==> config.mk <==
export PLATFORM = sky130hd
export DESIGN_NAME = page_xlate_check
export DESIGN_NICKNAME = d
export VERILOG_FILES = /design/src/rtl/tpx_pkg.sv /design/src/rtl/tpx_mask_decode.sv /design/src/rtl/tpx_page_pick.sv /design/src/rtl/tpx_addr_form.sv /design/src/rtl/page_xlate_check.sv
export SDC_FILE = /design/constraint.sdc
export NUM_CORES = 1
export LEC_CHECK = 0
export ABC_AREA = 0
export BUFFER_PORTS_ARGS = -buffer_cell sky130_fd_sc_hd__buf_2
export CORE_UTILIZATION = 43
export CTS_BUF_LIST = sky130_fd_sc_hd__clkbuf_16
export DETAILED_ROUTE_END_ITERATION = 8
export HOLD_SLACK_MARGIN = 0.05
export PLACE_DENSITY = 0.89
export SETUP_SLACK_MARGIN = 0.3
export SYNTH_ARGS = -nofsm -noshare
export SYNTH_HDL_FRONTEND = slang
export SYNTH_SLANG_ARGS = --single-unit
==> constraint.sdc <==
create_clock -name clk_i -period 0.8 [get_ports clk_i]
set_clock_uncertainty 0.15 [all_clocks]
set_input_delay 0.04 -clock clk_i [delete_from_list [all_inputs] [get_ports clk_i]]
set_output_delay 0.04 -clock clk_i [all_outputs]
set_load 0.02 [all_outputs]
==> src/rtl/tpx_pkg.sv <==
package tpx_pkg;
  typedef enum logic [2:0] {
    XC_NONE      = 3'd0,
    XC_REFILL_LD = 3'd1,
    XC_REFILL_ST = 3'd2,
    XC_INVAL_LD  = 3'd3,
    XC_INVAL_ST  = 3'd4,
    XC_MODIFY    = 3'd5
  } xc_e;
endpackage

==> src/rtl/tpx_mask_decode.sv <==
module tpx_mask_decode #(
  parameter int MASK_W     = 16,
  parameter int PAGE_SHIFT = 12,
  parameter int SEL_W      = 5
) (
  input  logic [MASK_W-1:0] mask_i,
  output logic              legal_o,
  output logic [SEL_W-1:0]  sel_o
);
  localparam int NSIZE = MASK_W/2 + 1;

  logic [NSIZE-1:0] size_hit;

  for (genvar k = 0; k < NSIZE; k++) begin : g_size
    localparam logic [MASK_W-1:0] PAT = ~({MASK_W{1'b1}} << (2*k));
    assign size_hit[k] = (mask_i == PAT);
  end

  always_comb begin
    legal_o = 1'b0;
    sel_o   = SEL_W'(PAGE_SHIFT);
    for (int k = 0; k < NSIZE; k++) begin
      if (size_hit[k]) begin
        legal_o = 1'b1;
        sel_o   = SEL_W'(PAGE_SHIFT + 2*k);
      end
    end
  end
endmodule

==> src/rtl/tpx_page_pick.sv <==
module tpx_page_pick #(
  parameter int VA_W   = 64,
  parameter int DESC_W = 28,
  parameter int SEL_W  = 5
) (
  input  logic [VA_W-1:0]   va_i,
  input  logic [SEL_W-1:0]  sel_i,
  input  logic [DESC_W-1:0] even_i,
  input  logic [DESC_W-1:0] odd_i,
  output logic [DESC_W-1:0] desc_o
);
  logic use_odd;
  assign use_odd = va_i[sel_i];
  assign desc_o  = use_odd ? odd_i : even_i;
endmodule

==> src/rtl/tpx_addr_form.sv <==
module tpx_addr_form #(
  parameter int VA_W       = 64,
  parameter int PA_W       = 64,
  parameter int PFN_W      = 24,
  parameter int PAGE_SHIFT = 12,
  parameter int SEL_W      = 5
) (
  input  logic [VA_W-1:0]  va_i,
  input  logic [PFN_W-1:0] pfn_i,
  input  logic [SEL_W-1:0] sel_i,
  output logic [PA_W-1:0]  pa_o
);
  logic [PA_W-1:0] low_mask;
  logic [PA_W-1:0] frame_part;

  // frame bits below the select position are dropped; offset fills them
  assign low_mask   = (PA_W'(1) << sel_i) - PA_W'(1);
  assign frame_part = PA_W'(pfn_i) << PAGE_SHIFT;
  assign pa_o       = (frame_part & ~low_mask) | (PA_W'(va_i) & low_mask);
endmodule

==> src/rtl/page_xlate_check.sv <==
module page_xlate_check #(
  parameter int VA_W       = 64,
  parameter int PA_W       = 64,
  parameter int PFN_W      = 24,
  parameter int MASK_W     = 16,
  parameter int PAGE_SHIFT = 12
) (
  input  logic              clk_i,
  input  logic              rst_ni,
  input  logic              req_i,
  input  logic              hit_i,
  input  logic              store_i,
  input  logic [VA_W-1:0]   va_i,
  input  logic [MASK_W-1:0] mask_i,
  input  logic [PFN_W+3:0]  even_i,
  input  logic [PFN_W+3:0]  odd_i,
  output logic              valid_o,
  output logic [PA_W-1:0]   pa_o,
  output logic              cap_o,
  output logic [2:0]        exc_o,
  output logic              bad_mask_o
);
  import tpx_pkg::*;

  localparam int DESC_W = PFN_W + 4;
  localparam int SEL_W  = $clog2(PAGE_SHIFT + MASK_W + 1);

  logic              legal;
  logic [SEL_W-1:0]  sel;
  logic [DESC_W-1:0] desc;
  logic [PA_W-1:0]   pa_raw;
  logic [PFN_W-1:0]  pfn;
  logic              d_dirty, d_valid, d_cap_st, d_cap_ld;
  xc_e               xc_n;
  logic              bad_n;
  logic [PA_W-1:0]   pa_n;
  logic              cap_n;

  tpx_mask_decode #(.MASK_W(MASK_W), .PAGE_SHIFT(PAGE_SHIFT), .SEL_W(SEL_W)) u_dec (
    .mask_i (mask_i),
    .legal_o(legal),
    .sel_o  (sel)
  );

  tpx_page_pick #(.VA_W(VA_W), .DESC_W(DESC_W), .SEL_W(SEL_W)) u_pick (
    .va_i  (va_i),
    .sel_i (sel),
    .even_i(even_i),
    .odd_i (odd_i),
    .desc_o(desc)
  );

  assign pfn      = desc[DESC_W-1:4];
  assign d_dirty  = desc[3];
  assign d_valid  = desc[2];
  assign d_cap_st = desc[1];
  assign d_cap_ld = desc[0];

  tpx_addr_form #(.VA_W(VA_W), .PA_W(PA_W), .PFN_W(PFN_W),
                  .PAGE_SHIFT(PAGE_SHIFT), .SEL_W(SEL_W)) u_addr (
    .va_i (va_i),
    .pfn_i(pfn),
    .sel_i(sel),
    .pa_o (pa_raw)
  );

  // priority: miss, illegal mask, invalid, clean store
  always_comb begin
    xc_n  = XC_NONE;
    bad_n = 1'b0;
    if (!hit_i)                  xc_n  = store_i ? XC_REFILL_ST : XC_REFILL_LD;
    else if (!legal)             bad_n = 1'b1;
    else if (!d_valid)           xc_n  = store_i ? XC_INVAL_ST : XC_INVAL_LD;
    else if (store_i && !d_dirty) xc_n = XC_MODIFY;
  end

  always_comb begin
    pa_n  = '0;
    cap_n = 1'b0;
    if (hit_i && legal && xc_n == XC_NONE) begin
      pa_n  = pa_raw;
      cap_n = store_i ? d_cap_st : d_cap_ld;
    end
  end

  always_ff @(posedge clk_i or negedge rst_ni) begin
    if (!rst_ni) begin
      valid_o    <= 1'b0;
      pa_o       <= '0;
      cap_o      <= 1'b0;
      exc_o      <= 3'd0;
      bad_mask_o <= 1'b0;
    end else if (req_i) begin
      valid_o    <= 1'b1;
      pa_o       <= pa_n;
      cap_o      <= cap_n;
      exc_o      <= xc_n;
      bad_mask_o <= bad_n;
    end else begin
      valid_o    <= 1'b0;
      pa_o       <= '0;
      cap_o      <= 1'b0;
      exc_o      <= 3'd0;
      bad_mask_o <= 1'b0;
    end
  end

  assert_idle_R2: assert property (@(posedge clk_i) disable iff (!rst_ni)
    !req_i |=> (!valid_o && exc_o == 3'd0 && pa_o == '0 && !bad_mask_o));

  assert_refill_R6: assert property (@(posedge clk_i) disable iff (!rst_ni)
    (req_i && !hit_i) |=> (exc_o == ($past(store_i) ? 3'd2 : 3'd1) && !bad_mask_o));

  assert_exc_quiet_R11: assert property (@(posedge clk_i) disable iff (!rst_ni)
    (exc_o != 3'd0) |-> (pa_o == '0 && !cap_o));

  assert_bad_mask_R10: assert property (@(posedge clk_i) disable iff (!rst_ni)
    bad_mask_o |-> (pa_o == '0 && exc_o == 3'd0 && !cap_o));

  assert_offset_R5: assert property (@(posedge clk_i) disable iff (!rst_ni)
    (valid_o && exc_o == 3'd0 && !bad_mask_o) |->
      pa_o[PAGE_SHIFT-1:0] == $past(va_i[PAGE_SHIFT-1:0]));

  assert_modify_store_R8: assert property (@(posedge clk_i) disable iff (!rst_ni)
    (valid_o && exc_o == 3'd5) |-> $past(store_i));
endmodule

# Word-level counts from Yosys, hierarchy flattened
# Index checks and enable logic that the tools add are counted.
[word_totals]
reg_bits = 70
input_bits = 141
output_inout_bits = 70
word_cells = 62
[op_classes]
n_addsub = 1
n_lt_le_gt_ge = 1
eq_ne = 8
shifts = 1
mux = 36
n_bitwise = 4
reduce_logical = 6
[op_table]
columns = ["op", "n"]
rows = [
  ["64-bit two-way mux", 2],
  ["36-bit by 64-bit bitwise AND with 64-bit output", 1],
  ["64-bit bitwise AND", 1],
  ["64-bit inverter", 1],
  ["64-bit OR", 1],
  ["1-bit by 5-bit << shifter with 64-bit output, first input constant", 1],
  ["64-bit by 2-bit subtractor with 64-bit output, second input constant", 1],
  ["5-bit two-way mux", 7],
  ["28-bit two-way mux", 1],
  ["3-bit two-way mux", 6],
  ["1-bit two-way mux", 17],
  ["16-bit by 10-bit == test with 1-bit output, second input constant", 1],
  ["16-bit by 12-bit == test with 1-bit output, second input constant", 1],
  ["16-bit by 14-bit == test with 1-bit output, second input constant", 1],
  ["16-bit == test, second input constant", 1],
  ["16-bit by 2-bit == test with 1-bit output, second input constant", 1],
  ["16-bit by 4-bit == test with 1-bit output, second input constant", 1],
  ["16-bit by 6-bit == test with 1-bit output, second input constant", 1],
  ["16-bit by 8-bit == test with 1-bit output, second input constant", 1],
  ["16-bit zero test", 1],
  ["5-bit by 7-bit less-than comparator with 1-bit output, second input constant", 1],
  ["1-bit binary-select mux with 5-bit select", 1],
  ["2-bit two-way mux", 2],
  ["1-bit logical AND", 3],
  ["2 further kinds", 2],
]

# Logic depth before layout (Yosys ltp)
# Gate-level depths: netlist (run 1).
[depth]
depth_word = 22
ltp_mapped = 10
ltp_nobuf = 8

# Cells and area by module
# A second synthesis (run 1) with hierarchy kept.
[hier_totals]
cells_unflattened = 526
area_unflattened_um2 = 5492.8
[by_module_without_submodules]
columns = ["module", "n_inst", "cells_each", "area_per_inst_um2", "seq_area_each_um2"]
rows = [
  ["page_xlate_check", 1, 236, 3377.0, 1751.7],
  ["tpx_addr_form", 1, 181, 1207.4, 0.0],
  ["tpx_page_pick", 1, 71, 669.4, 0.0],
  ["tpx_mask_decode", 1, 38, 239.0, 0.0],
]

# Least setup slack after synthesis (run 1)
# No wires, ideal clock.
[synth_path]
path_kind = "input to register"
from = "input mask_i[9]"
to = "register pa_o[2]"
setup_ns = 0.080
arrival_ns = 2.188
required_ns = 0.570
slack_ns = -1.618
stages = 9
path_buffers = 1
path_cell_list = "or4_4 > a21o_1 > o211a_4 > mux2_4 > o21a_1 > nor3_4 > o211ai_2 > buf_6 > nor3b_2"
[synth_via]
elab_chain_cells = 22
word_cells_on_any_way = 46
cone_classes = "1 x add/sub; 8 x eq/ne; 1 x shift; 26 x mux; 4 x bitwise; 6 x reduce/logical"
[synth_rtl]
columns = ["item", "line", "text"]
rows = [
  ["from (decl)", "page_xlate_check.sv:14", "input logic [MASK_W-1:0] mask_i,"],
  ["16-bit by 2-bit == test with 1-bit output", "tpx_mask_decode.sv:16", "assign size_hit[k] = (mask_i == PAT);"],
  ["2-bit two-way mux", "tpx_mask_decode.sv:23", "if (size_hit[k]) begin"],
  ["5-bit two-way mux (7 in series)", "tpx_mask_decode.sv:23", ""],
  ["1-bit binary-select mux with 5-bit select", "tpx_page_pick.sv:13", "assign use_odd = va_i[sel_i];"],
  ["1-bit two-way mux (implied by the code)", "tpx_page_pick.sv:13", ""],
  ["28-bit two-way mux", "tpx_page_pick.sv:14", "assign desc_o = use_odd ? odd_i : even_i;"],
  ["1-bit zero test", "page_xlate_check.sv:74", "else if (store_i && !d_dirty) xc_n = XC_MODIFY;"],
  ["1-bit logical AND", "page_xlate_check.sv:74", ""],
  ["3-bit two-way mux", "page_xlate_check.sv:74", ""],
  ["3-bit two-way mux", "page_xlate_check.sv:73", "else if (!d_valid) xc_n = store_i ? XC_INVAL_ST : XC_INVAL_LD;"],
  ["3-bit two-way mux", "page_xlate_check.sv:72", "else if (!legal) bad_n = 1'b1;"],
  ["3-bit two-way mux", "page_xlate_check.sv:71", "if (!hit_i) xc_n = store_i ? XC_REFILL_ST : XC_REFILL_LD;"],
  ["3-bit zero test", "page_xlate_check.sv:80", "if (hit_i && legal && xc_n == XC_NONE) begin"],
  ["1-bit logical AND", "page_xlate_check.sv:80", ""],
  ["64-bit two-way mux (*)", "page_xlate_check.sv:80", ""],
  ["64-bit two-way mux (*)", "page_xlate_check.sv:93", "end else if (req_i) begin"],
  ["to (signal assigned)", "page_xlate_check.sv:95", "pa_o <= pa_n;"],
  ["to (decl)", "page_xlate_check.sv:18", "output logic [PA_W-1:0] pa_o,"],
]
# Mark *: on every way between the ends. The rest lies on a longest branch, timed or not. The select of a mux whose other input is x is not followed.

# Final worst setup path (run 1)
[layout_path]
from = "input mask_i[8]"
to = "register pa_o[31]"
# The elaborated chain is that of the path after synthesis.

==> out/qor.yml, run 1 <==
status: "complete, but fails checks"
violations: "negative hold slack, negative setup slack"
numClockSinks: 70
cp-end-kind: "flop"
overflow: 0
grt_pass1_vias: 4446
grt_use_total: 0.466
synth_cells: 292
worst_hold_slack_ns: -0.550
report.final.slew_viol_count: 0
avgSynthCellArea_um2: 11.3
initial_core_util: 0.450
clock_path_buffers: 2
setup.worst_path.class: "primary input to flop"
syn_area_um2: 3300
finalHoldViolations: 107
setup_slack_ns: -2.00
crit_start: "mask_i[8]"
route.detailed.drc: 0
area_delta_synth_final_pct: 95.6
clk_pin_slew_ns: 0.07
cts_made_buffers: 9
grt_pass1_wl_um: 26100
synth-edff-count: 0
cts_tree: "done"
port_buffers: 178
fmax_mhz: 357
critPathLaunchType: "primary input"
period_minus_slack_ns: 2.80
drt_wl_total_um: 22000
async_reset_ff_frac: 1.00
synthTopCellsByCount: "dfrtp_1, nor2_1, nand2_1"
place_inst: 676
wl_per_cell_um: 31.0
netlist.area_leader.share: 0.531
grt_max_degree: 25
io_pins: 211
rsz0062_at_grt: "true"
stdcell_count: 708
yosysTopAreaCell: "dfrtp_1"
synth.ff_latch_count: 70
synth_most_common_cell: "dfrtp_1"
hpwl_um: 9000
max_stage_delay_ns: 0.55
antenna_found_initial: 4
root_buffer: "clkbuf_16"
placementRows: 31
crit_required_ns: 0.83
placeableCoreArea_um2: 7330
ys_types: 60
vias: 4787
maxCapViolCount: 0
die_h_um: 89.6
arrival_ns: 2.83
crit_fanout: 7
drive_above_1_share: 0.621
seq_area_frac_synth: 0.531
ir_drop_v: 0.00108
nets: 742
synth_flop_cell: "dfrtp_1"
power.density_nw_per_um2: 1600
ant_nets: 0
setup_viol: 111
leakagePower_nw: 3.11
yosys_warnings: 0
tightestPinTransition_ns: 0.646
vias_per_cell: 6.76
pre_cts_ws_ns: -1.92
die_area_um2: 8030
drt_iter0_markers: 922
crit_chain: "buf_8 > or4_4 > a21o_1 > o211a_4 > mux2_4 > o21ai_4 > buf_6 > nand2_8 > buf_4 > mux2i_2 > nor2_1"
fin_crit_sh: 3.51
hold_class: "primary input to async pin"
die_w_um: 89.6
ys_top_cells_by_area: "dfrtp_1, mux2i_1, nor2_1, a211oi_2, nand3_1"
slowest_stage: "or4_4"
cts_max_level: 3
fillers: 288
first_pass_iters: 7
relSlewSlack: 0.568
gp_congestion: 0.906
## worst paths after layout
path	to	slack, ns	cells past startpoint
setup / recovery	pa_o[31]$_DFF_PN0_	-2.00	11
hold / removal	pa_o[11]$_DFF_PN0_	-0.55	1
max in group asynchronous	pa_o[0]$_DFF_PN0_	0.55	2
min in group clk_i	pa_o[9]$_DFF_PN0_	-0.22	2
## cell type report
cell class | count | area (µm²) | area share
timing repair buffer | 276 | 2200 | 0.341
antenna | 5 | 12.5 | 0.00194
clock inverter | 7 | 121 | 0.0188
multi-input combinational | 240 | 2010 | 0.311
inverter | 2 | 7.51 | 0.00116
tap | 99 | 124 | 0.0192
sequential | 70 | 1750 | 0.272
clock buffer | 9 | 225 | 0.0349
## cells in the final DEF, fill, tap and decap left out, drive strengths merged, types with 5 or more instances in the layout
master | synthesis | layout
a21oi | 13 | 13
nand2 | 18 | 18
nor4 | 6 | 6
nand4 | 9 | 9
and2 | 9 | 9
and3 | 10 | 10
o21ai | 13 | 13
nand3 | 14 | 14
a211oi | 10 | 10
mux2i | 16 | 16
conb | 2 | 30
clkbuf | 2 | 10
buf | 7 | 275
nor3 | 8 | 8
dfrtp | 70 | 70
diode | 0 | 5
nor2 | 28 | 28
## state kept, by name, summed over array words and instances, names as in the netlist
register,cells
bad_mask_o,1
cap_o,1
pa_o,64
exc_o,3
valid_o,1
## where the power goes
| part | internal (W) | switching (W) | leakage [nW] | total (W) |
|---|---|---|---|---|
| Sequential | 0.00362 | 0.0000492 | 0.910 | 0.00366 |
| Combinational | 0.000780 | 0.000953 | 2.03 | 0.00173 |
| Clock | 0.00307 | 0.00185 | 0.170 | 0.00492 |
## per-layer routing
layer,vias up,routed length [µm],track usage
met4,4,2640,0.361
li1,1681,-,-
met2,640,9160,0.705
met1,2205,6480,0.482
met5,-,70,0
met3,257,3600,0.258
## cell families (layout without fill, tap and decap cells)
group / Yosys count / after routing / synth area share
buffers and inverters: 11 / 294 / 0.0186
AND/OR/NAND/NOR: 121 / 121 / 0.213
multiplexers: 20 / 20 / 0.0667
flip-flops: 70 / 70 / 0.531
other: 2 / 35 / 0.00228
XOR/XNOR: 5 / 5 / 0.0133
AO/OA/AOI/OAI: 61 / 62 / 0.147
adder cells (fa/ha/maj): 2 / 2 / 0.00758
## through the flow
stage,util,hold slack (ns),total power [W],setup TNS (ns),area [µm²]
floorplan,-,-0.406,0.00411,-61.39,3480
global placement,0.700,-0.199,0.00482,-71.79,5130
detailed placement,0.700,-0.189,0.00486,-76.69,5130
CTS,0.840,-0.539,0.00963,-75.38,6150
global route,0.880,-0.532,0.0104,-87.90,6450
finish,0.881,-0.550,0.0103,-86.05,6450
## worst max-delay path: cells and delay by family
family,cells,cell delay [ns]
AND/OR/NAND/NOR,3,1.10
buffers and inverters,3,0.47
multiplexers,2,0.53
AO/OA/AOI/OAI,3,0.68
## what timing repair did
item,CTS,global route
setup buffers,6,3
pin swaps,15,26
cloned,1,1
endpoints found under the hold margin,112,111
endpoints found under the setup margin,111,111
resized for setup,179,54
No activity file was read; power rests on OpenSTA's default activity.
==> run 2: changes to the inputs <==
Settings changed: CORE_UTILIZATION 43 to 42, PLACE_DENSITY 0.89 to 0.87.
==> run 2 against run 1 <==
Against the previous run:
- the flow still finishes with violations (negative hold slack, negative setup slack)
- cell count is 1.8% higher
- total power decreased by 5.6%
- wire length increased by 4.4%
- clock power shrank 12%
- utilization increased by 0.97 points
- combinational power barely moved
- cell area is 2.2% higher
- critical path depth stayed put
- via count grew 3.4%
- first-iteration DRC count fell by 13%
- sequential share of layout area shrank 0.62 points
- hold slack got worse by 0.054 ns
- critical endpoint is now exc_o[0]$_DFF_PN0_
==> out/qor.yml, run 2 (synthesized netlist as in run 1, its figures left out) <==
grt_pass1_vias: 4418
drive_above_1_share: 0.626
maxCapViolCount: 0
tightestPinTransition_ns: 0.768
route.detailed.drc: 0
drt_iter0_markers: 798
leakagePower_nw: 3.16
die_h_um: 90.7
initial_core_util: 0.446
layout_common_cells: "buf_2, buf_4, buf_6"
rsz0062_at_grt: "true"
numClockSinks: 70
grt_pass1_wl_um: 26100
cts_tree: "done"
wl_per_cell_um: 31.8
hold_class: "primary input to async pin"
top_regs: "pa_o (64), exc_o (3)"
vias: 4950
cp-end-kind: "flop"
overflow: 0
die_w_um: 90.7
final_common_cell: "buf_2"
cts_max_level: 3
clock_path_buffers: 2
fin_crit_sh: 3.53
status: "complete, but fails checks"
area_delta_synth_final_pct: 99.8
first_pass_iters: 7
drt_wl_total_um: 22900
fin_util: 0.890
hpwl_um: 8790
finalHoldViolations: 108
crit_required_ns: 0.93
die_area_um2: 8220
setup.worst_path.class: "primary input to flop"
fmax_mhz: 354
io_pins: 211
port_buffers: 178
relSlewSlack: 0.482
largest_register_ffs: 64
nets: 750
gp_congestion: 0.901
power_w: 0.00975
clk_pin_slew_ns: 0.08
violations: "negative hold slack, negative setup slack"
vias_per_cell: 6.87
grt_max_degree: 29
ant_nets: 0
antenna_found_initial: 8
cts_made_buffers: 9
arrival_ns: 2.96
power.density_nw_per_um2: 1480
setup_viol: 111
report.final.slew_viol_count: 0
placeableCoreArea_um2: 7410
worst_hold_slack_ns: -0.603
placementRows: 31
crit_fanout: 5
period_minus_slack_ns: 2.83
ir_drop_v: 0.00126
root_buffer: "clkbuf_16"
grt_use_total: 0.434
critPathLaunchType: "primary input"
setup_slack_ns: -2.03
largest_register: "pa_o"
finalSetupTns_ns: -91.71
run 2: changes by cell type in the layout (fill, tap and decap cells not counted), sizes merged:
cell and delta:
buf +8, bufinv -2, clkinv +2, diode +5
run 2: layout make-up:
type | instances | area, µm²
repair buffers | 284 | 2310
multi-input cells | 240 | 2090
flip-flops and latches | 70 | 1750
fillers | 268 | 813
clock buffers | 9 | 225
well taps | 99 | 124
clock inverters | 7 | 66.3
diodes | 10 | 25.0
inverters | 2 | 7.51
run 2: repair_timing:
| item | in CTS | in global routing |
|---|---|---|
| endpoints found under the setup margin | 111 | 111 |
| setup buffers | 10 | 5 |
| endpoints found under the hold margin | 112 | 112 |
| gates resized for setup | 193 | 52 |
| pin swaps | 12 | 13 |
| gates cloned | 2 | 2 |
run 2: power by group:
| part | internal, W | total (W) | switching [W] |
|---|---|---|---|
| clock | 0.00241 | 0.00431 | 0.00190 |
| sequential | 0.00361 | 0.00368 | 0.0000635 |
| combinational | 0.000796 | 0.00176 | 0.000966 |
run 2: final timing paths:
path / startpoint / endpoint / slack (ns)
min: rst_ni / pa_o[51]$_DFF_PN0_ / -0.60
max: mask_i[8] / exc_o[0]$_DFF_PN0_ / -2.03
max in group asynchronous: rst_ni / pa_o[28]$_DFF_PN0_ / 0.65
min in group clk_i: va_i[6] / pa_o[6]$_DFF_PN0_ / -0.24
run 2: worst max-delay path, cell delays in order:
cell and delay [ns]:
buf_6 0.09, buf_4 0.15, and4_1 0.25, nand4_1 0.23, a21oi_4 0.25, mux2i_2 0.33, nand4b_1 0.33, buf_4 0.26
and3_2 0.30, a2111oi_4 0.47, o31a_1 0.23
run 2: layer usage:
| layer | vias to the layer above | GRT usage | part of all wire |
|---|---|---|---|
| met5 | - | 0 | 0 |
| met4 | 0 | 0.370 | 0.14 |
| met3 | 325 | 0.117 | 0.16 |
| met2 | 674 | 0.715 | 0.42 |
| met1 | 2240 | 0.458 | 0.29 |
| li1 | 1711 | - | - |
run 2: metrics by stage:
stage,cell area (µm²),setup slack (ns),std cells
final,6600,-2.03,721
after global placement,5140,-1.80,676
after floorplan,3480,-1.56,320
after global routing,6590,-2.23,718
after detailed placement,5140,-1.91,676
after CTS,6210,-1.56,704
